## src/rtl/dma3d_pkg.sv

```systemverilog
package dma3d_pkg;

  // Work released by one synchronization event.
  typedef enum logic {
    SYNC_ARRAY = 1'b0,
    SYNC_FRAME = 1'b1
  } sync_mode_e;

  // Pointer lane indexes.
  localparam int PTR_SRC = 0;
  localparam int PTR_DST = 1;
  localparam int NUM_PTR = 2;

endpackage

```

## src/rtl/dma3d_evq.sv

```systemverilog
// Event admission: starts service, holds one event, flags misses.
module dma3d_evq (
  input  logic clk,
  input  logic rst_n,
  input  logic load,
  input  logic evt,
  input  logic busy,
  input  logic serve_end,
  input  logic live_nxt,
  output logic start,
  output logic missed
);

  logic pend_q, pend_n;
  logic miss_q, miss_n;
  logic slot_free;

  assign slot_free = !busy || serve_end;

  always_comb begin
    start  = 1'b0;
    pend_n = pend_q;
    miss_n = 1'b0;
    if (load) begin
      pend_n = 1'b0;
      miss_n = evt;
    end else if (!live_nxt) begin
      // no work left: anything arriving or held is lost
      pend_n = 1'b0;
      miss_n = evt || pend_q;
    end else if (slot_free) begin
      if (pend_q) begin
        start  = 1'b1;
        pend_n = evt;
      end else if (evt) begin
        start = 1'b1;
      end
    end else if (evt) begin
      if (pend_q) miss_n = 1'b1;
      else        pend_n = 1'b1;
    end
  end

  always_ff @(posedge clk or negedge rst_n) begin
    if (!rst_n) begin
      pend_q <= 1'b0;
      miss_q <= 1'b0;
    end else begin
      pend_q <= pend_n;
      miss_q <= miss_n;
    end
  end

  assign missed = miss_q;

endmodule

```

## src/rtl/dma3d_cnt.sv

```systemverilog
// Count tracking: arrays left in the frame, frames left, mode.
module dma3d_cnt
  import dma3d_pkg::*;
#(
  parameter int CNT_W = 16
) (
  input  logic             clk,
  input  logic             rst_n,
  input  logic             load,
  input  logic [CNT_W-1:0] cfg_arrays,
  input  logic [CNT_W-1:0] cfg_bytes,
  input  logic [CNT_W-1:0] cfg_frames,
  input  logic [CNT_W-1:0] cfg_reload,
  input  logic             cfg_frame_sync,
  input  logic             fire,
  output logic [CNT_W-1:0] bytes,
  output sync_mode_e       mode,
  output logic             frame_end,
  output logic             event_end,
  output logic             final_req,
  output logic             live,
  output logic             live_nxt
);

  localparam logic [CNT_W-1:0] ONE  = CNT_W'(1);
  localparam logic [CNT_W-1:0] ZERO = '0;

  logic [CNT_W-1:0] bytes_q, bytes_n;
  logic [CNT_W-1:0] arrs_q,  arrs_n;
  logic [CNT_W-1:0] rld_q,   rld_n;
  logic [CNT_W-1:0] left_q,  left_n;
  logic [CNT_W-1:0] frm_q,   frm_n;
  sync_mode_e       mode_q,  mode_n;
  logic             cfg_ok;
  logic             en;

  assign cfg_ok = (cfg_bytes != ZERO) && (cfg_arrays != ZERO) && (cfg_frames != ZERO)
               && !(!cfg_frame_sync && (cfg_frames > ONE) && (cfg_reload == ZERO));

  assign frame_end = (left_q == ONE);
  assign event_end = (mode_q == SYNC_FRAME) ? frame_end : 1'b1;
  assign final_req = frame_end && (frm_q == ONE);
  assign en        = load || fire;

  always_comb begin
    bytes_n = bytes_q;
    arrs_n  = arrs_q;
    rld_n   = rld_q;
    left_n  = left_q;
    frm_n   = frm_q;
    mode_n  = mode_q;
    if (load) begin
      bytes_n = cfg_bytes;
      arrs_n  = cfg_arrays;
      rld_n   = cfg_reload;
      left_n  = cfg_arrays;
      frm_n   = cfg_ok ? cfg_frames : ZERO;
      mode_n  = sync_mode_e'(cfg_frame_sync);
    end else if (fire) begin
      if (frame_end) begin
        frm_n  = frm_q - ONE;
        left_n = (mode_q == SYNC_FRAME) ? arrs_q : rld_q;
      end else begin
        left_n = left_q - ONE;
      end
    end
  end

  always_ff @(posedge clk or negedge rst_n) begin
    if (!rst_n) begin
      bytes_q <= ZERO;
      arrs_q  <= ZERO;
      rld_q   <= ZERO;
      left_q  <= ZERO;
      frm_q   <= ZERO;
      mode_q  <= SYNC_ARRAY;
    end else if (en) begin
      bytes_q <= bytes_n;
      arrs_q  <= arrs_n;
      rld_q   <= rld_n;
      left_q  <= left_n;
      frm_q   <= frm_n;
      mode_q  <= mode_n;
    end
  end

  assign bytes    = bytes_q;
  assign mode     = mode_q;
  assign live     = (frm_q != ZERO);
  assign live_nxt = (frm_n != ZERO);

endmodule

```

## src/rtl/dma3d_ptr.sv

```systemverilog
// One address lane: current array pointer plus frame start pointer.
module dma3d_ptr #(
  parameter int ADDR_W = 32,
  parameter int IDX_W  = 16
) (
  input  logic              clk,
  input  logic              rst_n,
  input  logic              load,
  input  logic              fire,
  input  logic              frame_end,
  input  logic              frame_sync,
  input  logic [ADDR_W-1:0] cfg_base,
  input  logic [IDX_W-1:0]  cfg_aidx,
  input  logic [IDX_W-1:0]  cfg_fidx,
  output logic [ADDR_W-1:0] cur
);

  localparam int EXT_W = ADDR_W - IDX_W;

  logic [ADDR_W-1:0] arr_q, arr_n;
  logic [ADDR_W-1:0] frm_q, frm_n;
  logic [IDX_W-1:0]  aidx_q, aidx_n;
  logic [IDX_W-1:0]  fidx_q, fidx_n;
  logic [ADDR_W-1:0] aidx_ext, fidx_ext;
  logic [ADDR_W-1:0] jump_from, jump_to;
  logic              en;

  assign aidx_ext  = {{EXT_W{aidx_q[IDX_W-1]}}, aidx_q};
  assign fidx_ext  = {{EXT_W{fidx_q[IDX_W-1]}}, fidx_q};
  assign jump_from = frame_sync ? frm_q : arr_q;
  assign jump_to   = jump_from + fidx_ext;
  assign en        = load || fire;

  always_comb begin
    arr_n  = arr_q;
    frm_n  = frm_q;
    aidx_n = aidx_q;
    fidx_n = fidx_q;
    if (load) begin
      arr_n  = cfg_base;
      frm_n  = cfg_base;
      aidx_n = cfg_aidx;
      fidx_n = cfg_fidx;
    end else if (fire) begin
      if (frame_end) begin
        arr_n = jump_to;
        frm_n = jump_to;
      end else begin
        arr_n = arr_q + aidx_ext;
      end
    end
  end

  always_ff @(posedge clk or negedge rst_n) begin
    if (!rst_n) begin
      arr_q  <= '0;
      frm_q  <= '0;
      aidx_q <= '0;
      fidx_q <= '0;
    end else if (en) begin
      arr_q  <= arr_n;
      frm_q  <= frm_n;
      aidx_q <= aidx_n;
      fidx_q <= fidx_n;
    end
  end

  assign cur = arr_q;

endmodule

```

## src/rtl/dma3d_seq.sv

```systemverilog
// Three-dimensional transfer sequencer top.
module dma3d_seq
  import dma3d_pkg::*;
#(
  parameter int ADDR_W = 32,
  parameter int CNT_W  = 16,
  parameter int IDX_W  = 16
) (
  input  logic                 clk,
  input  logic                 rst_n,
  input  logic                 cfg_load,
  input  logic [ADDR_W-1:0]    cfg_src,
  input  logic [ADDR_W-1:0]    cfg_dst,
  input  logic [2*CNT_W-1:0]   cfg_count_word,
  input  logic [CNT_W-1:0]     cfg_frames,
  input  logic [IDX_W-1:0]     cfg_src_aidx,
  input  logic [IDX_W-1:0]     cfg_dst_aidx,
  input  logic [IDX_W-1:0]     cfg_src_fidx,
  input  logic [IDX_W-1:0]     cfg_dst_fidx,
  input  logic [CNT_W-1:0]     cfg_arr_reload,
  input  logic                 cfg_frame_sync,
  input  logic                 sync_evt,
  input  logic                 req_ready,
  output logic                 req_valid,
  output logic [ADDR_W-1:0]    req_src,
  output logic [ADDR_W-1:0]    req_dst,
  output logic [CNT_W-1:0]     req_bytes,
  output logic                 set_active,
  output logic                 set_done,
  output logic                 evt_missed
);

  logic             busy_q, busy_n;
  logic             done_q, done_n;
  logic             fire, serve_end, start;
  logic             frame_end, event_end, final_req, live, live_nxt;
  logic             frame_sync;
  sync_mode_e       mode;
  logic [ADDR_W-1:0] base_v [NUM_PTR];
  logic [IDX_W-1:0]  aidx_v [NUM_PTR];
  logic [IDX_W-1:0]  fidx_v [NUM_PTR];
  logic [ADDR_W-1:0] cur_v  [NUM_PTR];

  assign fire       = busy_q && req_ready;
  assign serve_end  = fire && event_end;
  assign frame_sync = (mode == SYNC_FRAME);

  dma3d_cnt #(.CNT_W(CNT_W)) u_cnt (
    .clk            (clk),
    .rst_n          (rst_n),
    .load           (cfg_load),
    .cfg_arrays     (cfg_count_word[2*CNT_W-1:CNT_W]),
    .cfg_bytes      (cfg_count_word[CNT_W-1:0]),
    .cfg_frames     (cfg_frames),
    .cfg_reload     (cfg_arr_reload),
    .cfg_frame_sync (cfg_frame_sync),
    .fire           (fire),
    .bytes          (req_bytes),
    .mode           (mode),
    .frame_end      (frame_end),
    .event_end      (event_end),
    .final_req      (final_req),
    .live           (live),
    .live_nxt       (live_nxt)
  );

  dma3d_evq u_evq (
    .clk       (clk),
    .rst_n     (rst_n),
    .load      (cfg_load),
    .evt       (sync_evt),
    .busy      (busy_q),
    .serve_end (serve_end),
    .live_nxt  (live_nxt),
    .start     (start),
    .missed    (evt_missed)
  );

  assign base_v[PTR_SRC] = cfg_src;
  assign base_v[PTR_DST] = cfg_dst;
  assign aidx_v[PTR_SRC] = cfg_src_aidx;
  assign aidx_v[PTR_DST] = cfg_dst_aidx;
  assign fidx_v[PTR_SRC] = cfg_src_fidx;
  assign fidx_v[PTR_DST] = cfg_dst_fidx;

  for (genvar c = 0; c < NUM_PTR; c++) begin : g_ptr
    dma3d_ptr #(.ADDR_W(ADDR_W), .IDX_W(IDX_W)) u_ptr (
      .clk        (clk),
      .rst_n      (rst_n),
      .load       (cfg_load),
      .fire       (fire),
      .frame_end  (frame_end),
      .frame_sync (frame_sync),
      .cfg_base   (base_v[c]),
      .cfg_aidx   (aidx_v[c]),
      .cfg_fidx   (fidx_v[c]),
      .cur        (cur_v[c])
    );
  end

  always_comb begin
    if (cfg_load) begin
      busy_n = 1'b0;
      done_n = 1'b0;
    end else begin
      busy_n = (busy_q && !serve_end) || start;
      done_n = fire && final_req;
    end
  end

  always_ff @(posedge clk or negedge rst_n) begin
    if (!rst_n) begin
      busy_q <= 1'b0;
      done_q <= 1'b0;
    end else begin
      busy_q <= busy_n;
      done_q <= done_n;
    end
  end

  assign req_valid  = busy_q;
  assign req_src    = cur_v[PTR_SRC];
  assign req_dst    = cur_v[PTR_DST];
  assign set_active = live;
  assign set_done   = done_q;

endmodule

```

## config.mk

```make
export PLATFORM = sky130hd
export DESIGN_NAME = dma3d_seq
export DESIGN_NICKNAME = d
export VERILOG_FILES = /design/src/rtl/dma3d_pkg.sv /design/src/rtl/dma3d_evq.sv /design/src/rtl/dma3d_cnt.sv /design/src/rtl/dma3d_ptr.sv /design/src/rtl/dma3d_seq.sv
export SDC_FILE = /design/constraint.sdc
export NUM_CORES = 1
export LEC_CHECK = 0
export BUFFER_PORTS_ARGS = -buffer_cell sky130_fd_sc_hd__buf_2
export CORE_MARGIN = 5
export CORE_UTILIZATION = 65
export CTS_BUF_LIST = sky130_fd_sc_hd__clkbuf_4
export DETAILED_ROUTE_END_ITERATION = 10
export PLACE_DENSITY = 0.95
export SETUP_SLACK_MARGIN = 0.3
export SYNTH_ARGS = -nofsm -noshare
export SYNTH_HDL_FRONTEND = slang
export SYNTH_SLANG_ARGS = --single-unit
```

## constraint.sdc

```tcl
create_clock -name clk -period 10.7 [get_ports clk]
set_clock_uncertainty 0.15 [all_clocks]
set_input_delay 0 -clock clk [delete_from_list [all_inputs] [get_ports clk]]
set_output_delay 0 -clock clk [all_outputs]
set_load 0.005 [all_outputs]
```

==> metrics.txt, run 1 <==
status aborted with a tool error; largest net degree at the start of global routing 126; GRT Total Usage 0.744; Clock Sink Count 277; ys async rst share 1.00; Boundary Pins 282; sequential area share after synthesis 0.358; # resized after CTS 0; std cell rows 63; die height 183 um; Post-Synthesis Cells 2104; Seq cells post-synth 277; antenna violations before repair 26; DP Worst Slack 5800 ps; Synth Flop Type dfrtp_1; number of port buffers 281; syn_nets 2435; Detailed Place HPWL 42800 um; Yosys cell types 89; Syn Area/Cell 9.21 um2; Syn. warnings 0; error msg [ERROR GRT-0232] Routing congestion too high. Check the congestion heatmap in the GUI.; routability cong. 0.974; Halt Stage 5_1_grt; die width 183 um; root buffer cell clkbuf_4; total grt overflow 8; Post-Syn Area 0.0194 mm2; Clock H-tree levels 3; Post-synth EDFFs 0; CTS Buf Count 76; Bufs on Longest Clock Path 3; initial core utilization 0.655
[synth_stat cells (all sizes together) (6+ instances only)]
cell type | number | area share
a211oi | 36 | 0.015
a221oi | 7 | 0.0035
a221o | 10 | 0.0052
ha | 129 | 0.083
inv | 62 | 0.012
nand2b | 13 | 0.0042
and2 | 7 | 0.0024
o21a | 28 | 0.011
nor2b | 15 | 0.0056
o31ai | 8 | 0.0038
mux2i | 31 | 0.016
dfrtp | 277 | 0.36
and4 | 6 | 0.0027
or3 | 14 | 0.0045
clkbuf | 69 | 0.013
a21boi | 10 | 0.0041
and3 | 20 | 0.0065
buf | 23 | 0.0047
a21o | 81 | 0.032
o211ai | 24 | 0.0096
nor2 | 125 | 0.024
xor2 | 50 | 0.023
nand3 | 32 | 0.0083
or2 | 6 | 0.0019
nand2 | 203 | 0.039
nand4 | 15 | 0.0048
nor3b | 9 | 0.0035
nor4 | 27 | 0.0094
a21oi | 167 | 0.043
o21bai | 21 | 0.0081
o21ai | 186 | 0.048
a22oi | 12 | 0.0047
nor3 | 39 | 0.010
a31oi | 20 | 0.0068
o22ai | 22 | 0.0071
xnor2 | 77 | 0.035
mux2 | 155 | 0.090
[timing repair]
item                      in CTS
hold endpoints to repair     401
hold buffers                 396
setup buffers                  0
[stage by stage]
stage / cells / cell area [um2] / hold WS, ps / utilization
after floorplan: 2104 / 19400 / -446 / -
after CTS: 3220 / 26000 / 3.50 / 0.879
after global placement: 2701 / 21100 / 8.74 / 0.714
after detailed placement: 2701 / 21100 / 29.5 / 0.714
[per-layer routing]
layer,global-route usage,overflow
met2,0.880,4
met3,0.649,0
met1,0.732,1
met5,0.424,0
met4,0.708,3
[cells by family after synthesis]
family | Yosys count | synth area share
buf+inv | 154 | 0.0301
xor+xnor | 127 | 0.0574
simple gates | 542 | 0.133
flops | 277 | 0.358
fa+ha+maj | 133 | 0.0875
compound gates | 685 | 0.228
mux | 186 | 0.106
==> run 2: changes to the inputs <==
--- a/config.mk
+++ b/config.mk
@@ -7,11 +7,9 @@
 export LEC_CHECK = 0
 export BUFFER_PORTS_ARGS = -buffer_cell sky130_fd_sc_hd__buf_2
 export CORE_MARGIN = 5
-export CORE_UTILIZATION = 65
-export CTS_BUF_LIST = sky130_fd_sc_hd__clkbuf_4
+export CORE_UTILIZATION = 40
 export DETAILED_ROUTE_END_ITERATION = 10
-export PLACE_DENSITY = 0.95
-export SETUP_SLACK_MARGIN = 0.3
+export PLACE_DENSITY_LB_ADDON = 0.15
 export SYNTH_ARGS = -nofsm -noshare
 export SYNTH_HDL_FRONTEND = slang
 export SYNTH_SLANG_ARGS = --single-unit
==> run 2 against run 1 <==
The flow now finishes without violations. Synthesized cell count did not move. Synthesized area unchanged.
==> metrics.txt, run 2 <==
Synth top area share 0.358; Clock H-tree levels 2; worst-skew pair later-pin latency 550 ps; via count 18200; Hold Crit Class primary input to flop; root buffer cell clkbuf_16; startpoint class of the critical path flop; Post-Synthesis Cells 2104; routability cong. 0.915; synth cell count leaders dfrtp_1 (277), nand2_1 (202), o21ai_0 (177), a21oi_1 (167), mux2_2 (154); initial core utilization 0.405; Tmin final 4860 ps; Post-Syn Area 0.0194 mm2; P&R area growth vs syn 28.4%; Bufs on Longest Clock Path 3; Syn. warnings 0; GRT Total Usage 0.244; internal power 2650 uW; switching share of power 0.350; Synth Flop Type dfrtp_1; max-cap violations 0; vias in the first global route 18300; FMAX 206 MHz; leading cell types in the layout, fill and taps excluded buf_2 (279), dfrtp_1 (276), dlygate4sd3_1 (213); antenna violations before repair 2; Clock Sink Count 277; number of port buffers 281; hold path startpoint cfg_dst_fidx[15]; die area 0.0529 mm2; Hold Vio Cnt, Final 0; Hold Path Depth 3; std cell rows 80; die height 230 um; P_sw 1430 uW; post-DR wirelength/cell 20.6 um; most frequent cell after synthesis dfrtp_1; Req. time, crit path 10940 ps; ys async rst share 1.00; RR Startpoint u_cnt.mode; DRT Pass-1 Iters 6; worst setup margin 5840 ps; Static Leak 0.0112 uW; first-pass GRT wire length 104000 um; Clock power frac 0.321; CTS Buf Count 35; CP endpoint kind flop; most common cell after layout, fill and taps aside buf_2; Sequential Power Share 0.312; Boundary Pins 282; # Post-CTS Setup Buffers 0; Slew Limit Fails 0; Seq cells post-synth 277; total grt overflow 0; Syn Area/Cell 9.21 um2; status finished clean; DRT antenna net count 0; ranking of synthesized cells by area dfrtp_1 (36%), mux2_2 (9.0%), ha_1 (8.3%); detailed router's first-iteration violation count 1152; largest net degree at the start of global routing 172; DP Worst Slack 5830 ps; RSZ-0062 raised after global routing no; setup violators final 0; Synth area leader dfrtp_1; syn_nets 2435; DRC 0; R2R Path End g_ptr[0].u_ptr.cur[29]; Final Core Density 0.520; Setup TNS 0 ps; layout net count 2897; sequential area share after synthesis 0.358; Clock Pin Slew Worst Setup and Hold Paths 60 ps; die width 230 um; reg-to-reg setup timing slack 5840 ps; worst vdd ir 103 uV; CTS tree yes; WHS Endpoint g_ptr[1].u_ptr.fidx_q[15]; relative slew slack 0.396; largest fanout on the critical path 53; DR vias/cell 5.66; ratio of total power to cell area 164 mW/mm2; Post-synth EDFFs 0; Slew @ Worst Pin 905 ps; Comb pwr share 0.367; Worst Path Arrival 5100 ps; Core Footprint 0.0478 mm2; layout cells sized above 1 0.214; WL final 66200 um; WS Path Type flop to flop; Final period util 0.454; worst reg-to-reg path cell count 13; Detailed Place HPWL 46100 um; Yosys cell types 89
-- run 2: cell counts after synthesis --
Identical to the previous run, type by type.
-- run 2: worst max-delay path by stage --
| stage | from | endpoint | cells after the start | slack [ps] |
|---|---|---|---|---|
| after global routing | u_cnt.mode | g_ptr[0].u_ptr.cur[30] | 15 | 5540 |
| after floorplan | u_cnt.mode | g_ptr[0].u_ptr.cur[29] | 15 | 6110 |
| after detailed placement | u_cnt.mode | g_ptr[0].u_ptr.cur[29] | 13 | 5830 |
| final | u_cnt.mode | g_ptr[0].u_ptr.cur[29] | 13 | 5840 |
| after CTS | u_cnt.mode | g_ptr[0].u_ptr.cur[29] | 13 | 5820 |
| after global placement | u_cnt.mode | g_ptr[0].u_ptr.cur[29] | 13 | 5900 |
-- run 2: metal layers --
metal,share of wire,GRT usage
met1,0.45,0.335
met2,0.46,0.400
met3,0.055,0.0348
met4,0.029,0.0773
met5,0.00020,0
-- run 2: logic make-up after synthesis --
kind of cell / synth area share
AO/OA/AOI/OAI: 0.228
XOR/XNOR: 0.0574
adder cells (fa/ha/maj): 0.0875
buffers and inverters: 0.0301
flip-flops: 0.358
multiplexers: 0.106
AND/OR/NAND/NOR: 0.133
-- run 2: power by group through the flow --
stage                     Combinational, uW  Clock [uW]  Sequential [uW]
after detailed placement               1410           0             1290
after global placement                 1400           0             1290
after CTS                              1480        1330             1270
after global routing                   1660        1370             1280
after floorplan                        1030           0             1250
final                                  1500        1310             1270
-- run 2: layout make-up --
type | count | area (um2)
Antenna cell | 1 | 2.50
Clock buffer | 51 | 1030
Clock inverter | 13 | 235
Fill cell | 4391 | 23000
Inverter | 62 | 233
Multi-Input combinational cell | 1673 | 11900
Sequential cell | 277 | 6940
Tap cell | 615 | 769
Timing Repair Buffer | 517 | 3760
-- run 2: through the flow --
stage	hold slack, ps	total power (uW)	std cells	cell area, um2
6_report	63.4	4080	3209	24900
5_1_grt	64.4	4310	3209	24900
4_1_cts	36.2	4090	3208	24900
3_5_place_dp	-85.9	2700	2930	21400
3_3_place_gp	-88.2	2690	2930	21400
2_1_floorplan	-446	2280	2104	19400
-- run 2: what timing repair did --
action,in CTS,in global routing
hold buffers,214,0
resized for setup,0,0
endpoints found under the hold margin,358,0
-- run 2: critical path, cell delays in order (launching register included) --
cell	delay, ps
dfrtp_4	790
buf_4	780
mux2_2	410
ha_1	350
and3_1	240
and2_4	170
a221o_1	330
a221o_1	360
a21oi_1	210
o21ai_1	160
a31o_1	230
a21oi_1	170
xor2_1	210
o221ai_1	130
No activity file was read; power rests on OpenSTA's default activity.
==> run 3: changes to the inputs <==
==> constraint.sdc (replaced) <==
create_clock -name clk -period 4.4 [get_ports clk]
set_clock_uncertainty 0.15 [all_clocks]
set_input_delay 0 -clock clk [delete_from_list [all_inputs] [get_ports clk]]
set_output_delay 0 -clock clk [all_outputs]
set_load 0.005 [all_outputs]
==> run 3 against run 2 <==
Die area unchanged. First-iteration DRC count increased by 3.0%. Combinational power increased by 140%. Final cell count increased by 0.31%. Core utilization decreased by 0.097 points. Non-clock buffer count increased by 16. Sequential share of layout area increased by 0.052 points. Highest routed layer is now met4. Clock power increased by 110%. Largest power group unchanged. Critical path depth unchanged. Register-to-register slack got worse by 5500 ps.
==> metrics.txt, run 3 (synthesized netlist as in run 2, its figures left out) <==
layout net count 2913; fillers 4447; CP max stage delay 550 ps; P&R area growth vs syn 28.1%; CP max-delay cell dlygate4sd3_1; Tmin final 4050 ps; Final period util 0.921; RSZ-0062 raised after global routing no; detailed router's first-iteration violation count 1187; CP endpoint kind flop; Bufs on Longest Clock Path 3; WS Path Type flop to flop; Final Core Density 0.519; leading cell types in the layout, fill and taps excluded buf_2 (279), dfrtp_1 (276), dlygate4sd3_1 (215); die height 230 um; CTS Buf Count 35; Setup TNS 0 ps; relative slew slack 0.202; CP cell instances nor4_1 -> buf_4 -> nor2b_1 -> nand3_2 -> buf_4 -> or4_1 -> xor2_1 -> a31oi_1 -> nor4_1 -> nand4_1 -> o21ai_1 -> a22o_1 -> dlygate4sd3_1; Clock Sink Count 277; GRT Total Usage 0.246; DR vias/cell 5.67; vias in the first global route 18800; setup violators final 0; Hold Vio Cnt, Final 0; status finished clean; number of port buffers 281; first-pass GRT wire length 105000 um; startpoint class of the critical path flop; via count 18200; most common cell after layout, fill and taps aside buf_2; total grt overflow 0; DRT Pass-1 Iters 5; Slew @ Worst Pin 1200 ps; Slew Limit Fails 0; Clock H-tree levels 2; DRC 0; layout cells sized above 1 0.217; ratio of total power to cell area 385 mW/mm2; Clock Pin Slew Worst Setup and Hold Paths 60 ps; Core Footprint 0.0478 mm2; DP Worst Slack 376 ps; CTS Hold Bufs 215; Req. time, crit path 4730 ps; worst vdd ir 221 uV; FMAX 247 MHz; Static Leak 0.0112 uW; antenna violations before repair 0; post-DR wirelength/cell 20.7 um; # Post-CTS Setup Buffers 0; worst setup margin 347 ps; initial core utilization 0.405; std cell rows 80; largest net degree at the start of global routing 119; root buffer cell clkbuf_16; WL final 66700 um; die width 230 um; diodes inserted 0; CTS tree yes; Hold Crit Class primary input to flop; Detailed Place HPWL 47900 um; # resized after CTS 0; max-cap violations 0; worst-skew pair later-pin latency 540 ps; largest fanout on the critical path 17; DRT antenna net count 0; Boundary Pins 282; Worst Path Arrival 4380 ps; routability cong. 0.917; die area 0.0529 mm2
-- run 3: cell types whose count changed in the layout (fill, tap and decap cells not counted), moves of 2 or more --
cell,previous run,this run
buf_4,21,35
bufinv_16,6,1
clkbuf_1,9,7
clkinv_2,4,7
dlygate4sd3_1,213,215
-- run 3: report_power, final --
group          total [uW]  switching [uW]  internal (uW)
Clock                2810            1140           1670
Combinational        3650            2010           1650
Sequential           3100             288           2820
Total                9570            3430           6130
-- run 3: worst max-delay path, delay by kind of cell (launching register included) --
kind            cells  cell delay [ps]
xor+xnor            1              210
buf+inv             3              990
compound gates      3              460
simple gates        6             1760
flops               1              410
-- run 3: per-layer routing --
layer  wire length (um)  share of wire  global-route usage
met5                  0              0                   0
met4               1720          0.026              0.0721
met3               3360          0.050              0.0360
met2              31600           0.47               0.415
met1              30000           0.45               0.331
-- run 3: per-stage QoR --
stage,area [um2],power [uW],cells,hold slack (ps)
2_1_floorplan,19400,5540,2104,-446
3_3_place_gp,21600,6570,2945,-10.7
3_5_place_dp,21600,6600,2945,-17.2
4_1_cts,24800,9610,3219,45.4
5_1_grt,24800,10100,3219,84.3
6_report,24800,9570,3219,73.1
-- run 3: layout make-up --
class	count	area, um2	share of cell area
multi-input combinational	1673	11900	0.479
sequential	277	6940	0.279
timing repair buffer	533	3880	0.156
clock buffer	49	1020	0.0411
tap	615	769	0.0310
inverter	62	233	0.00938
clock inverter	10	81.3	0.00328
-- run 3: path summary, 6_finish.rpt --
kind | startpoint | to | slack, ps | cells after the start
min reg2reg | g_ptr[1].u_ptr.frm_q[8] | g_ptr[1].u_ptr.frm_q[8] | 320 | 2
max | u_cnt.left_q[12] | u_evq.missed | 350 | 13
min in group asynchronous | rst_n | u_cnt.bytes[7] | 480 | 3
max in group asynchronous | rst_n | g_ptr[0].u_ptr.frm_q[22] | 2500 | 4
max reg2reg | u_cnt.left_q[12] | u_evq.missed | 350 | 13
min | cfg_src[21] | g_ptr[0].u_ptr.frm_q[21] | 70 | 3
==> run 4: changes to the inputs <==
--- a/config.mk
+++ b/config.mk
@@ -8,6 +8,7 @@
 export BUFFER_PORTS_ARGS = -buffer_cell sky130_fd_sc_hd__buf_2
 export CORE_MARGIN = 5
 export CORE_UTILIZATION = 40
+export CTS_BUF_LIST = sky130_fd_sc_hd__clkbuf_8 sky130_fd_sc_hd__clkbuf_16
 export DETAILED_ROUTE_END_ITERATION = 10
 export PLACE_DENSITY_LB_ADDON = 0.15
 export SYNTH_ARGS = -nofsm -noshare
==> run 4 against run 3 <==
Sequential share of layout area did not move. Setup slack hardly changed. Maximum frequency is essentially flat. Largest cell class unchanged. Global-route usage did not move. Register-to-register slack barely moved. Via count down 0.19%. Sequential power about the same. First-iteration DRC count increased by 0.51%. Wire length shrank 0.21%. Critical path depth is the same.
==> metrics.txt, run 4 (synthesized netlist as in run 2, its figures left out) <==
DRT antenna net count 0; WS Path Type flop to flop; total grt overflow 0; root buffer cell clkbuf_16; Clock Sink Count 277; Bufs on Longest Clock Path 3; DRC 0; Slew Limit Fails 0; leading cell types in the layout, fill and taps excluded buf_2 (279), dfrtp_1 (276), dlygate4sd3_1 (215); antenna violations before repair 0; relative slew slack 0.228; RSZ-0062 raised after global routing no; routability cong. 0.917; std cell rows 80; Static Leak 0.0113 uW; die height 230 um; DRT Pass-1 Iters 5; first-pass GRT wire length 105000 um; Clock Pin Slew Worst Setup and Hold Paths 60 ps; ratio of total power to cell area 385 mW/mm2; Setup TNS 0 ps; Met2 Wirelength 31500 um; largest net degree at the start of global routing 119; top sig layer met4; DR vias/cell 5.66; startpoint class of the critical path flop; post-DR wirelength/cell 20.7 um; via count 18200; worst vdd ir 221 uV; diodes inserted 0; initial core utilization 0.405; CTS Buf Count 35; Boundary Pins 282; Detailed Place HPWL 47900 um; M1 wire length 30100 um; largest fanout on the critical path 17; Final period util 0.921; GRT Total Usage 0.246; layout net count 2913; Worst Path Arrival 4380 ps; # resized after CTS 0; CTS tree yes; FMAX 247 MHz; most common cell after layout, fill and taps aside buf_2; die area 0.0529 mm2; status finished clean; Clock H-tree levels 2; worst-skew pair later-pin latency 540 ps; Req. time, crit path 4730 ps; fillers 4447; setup violators final 0; WL final 66500 um; Tmin final 4050 ps; die width 230 um; Design Power 9550 uW; CTS Hold Bufs 215; Core Footprint 0.0478 mm2; max-cap violations 0; Slew @ Worst Pin 1160 ps; detailed router's first-iteration violation count 1193; Hold Path Depth 3; worst reg-to-reg path cell count 13; layout cells sized above 1 0.217; CP endpoint kind flop; P&R area growth vs syn 28.1%; Hold Crit Class primary input to flop; number of port buffers 281; vias in the first global route 18800; Hold Vio Cnt, Final 0; met3 wire length 3220 um; # Post-CTS Setup Buffers 0
-- run 4: routing by layer --
| layer | global-route usage | up-vias |
|---|---|---|
| li1 | - | 8719 |
| met1 | 0.331 | 8864 |
| met3 | 0.0360 | 100 |
| met5 | 0 | - |
| met2 | 0.415 | 529 |
| met4 | 0.0721 | 0 |
-- run 4: through the flow --
step	instance area, um2	hold WS [ps]	setup slack [ps]	utilization	instances
finish	24800	74.9	347	0.519	3219
detailed placement	21600	-17.2	376	0.451	2945
floorplan	19400	-446	44.3	-	2104
global placement	21600	-10.7	441	0.451	2945
global route	24800	84.3	58.9	0.519	3219
CTS	24800	45.2	369	0.519	3219
-- run 4: critical path, cell delays in order (launching register included) --
cell and delay (ps):
dfrtp_1 410, nor4_1 330, buf_4 180, nor2b_1 360, nand3_2 170, buf_4 260
or4_1 430, xor2_1 210, a31oi_1 130, nor4_1 220, nand4_1 250, o21ai_1 190
a22o_1 150, dlygate4sd3_1 550
-- run 4: where the power goes --
group          switching [uW]  internal, uW
Sequential                287          2820
Combinational            2000          1650
Clock                    1140          1650
-- run 4: final cells by class --
type                       instances  area, um2  share of cell area
clock buffer                      42        995              0.0401
clock inverter                    17        108             0.00434
inverter                          62        233             0.00938
multi-input combinational       1673      11900               0.479
sequential                       277       6940               0.279
tap                              615        769              0.0310
timing repair buffer             533       3880               0.156
-- run 4: worst paths after layout --
check	to	start	slack (ps)
max reg2reg	u_evq.missed	u_cnt.left_q[12]	350
max	u_evq.missed	u_cnt.left_q[12]	350
max in group asynchronous	g_ptr[0].u_ptr.frm_q[22]	rst_n	2510
min	g_ptr[0].u_ptr.aidx_q[9]	cfg_src_aidx[9]	70
min in group asynchronous	u_cnt.bytes[7]	rst_n	490
min reg2reg	g_ptr[1].u_ptr.frm_q[8]	g_ptr[1].u_ptr.frm_q[8]	320
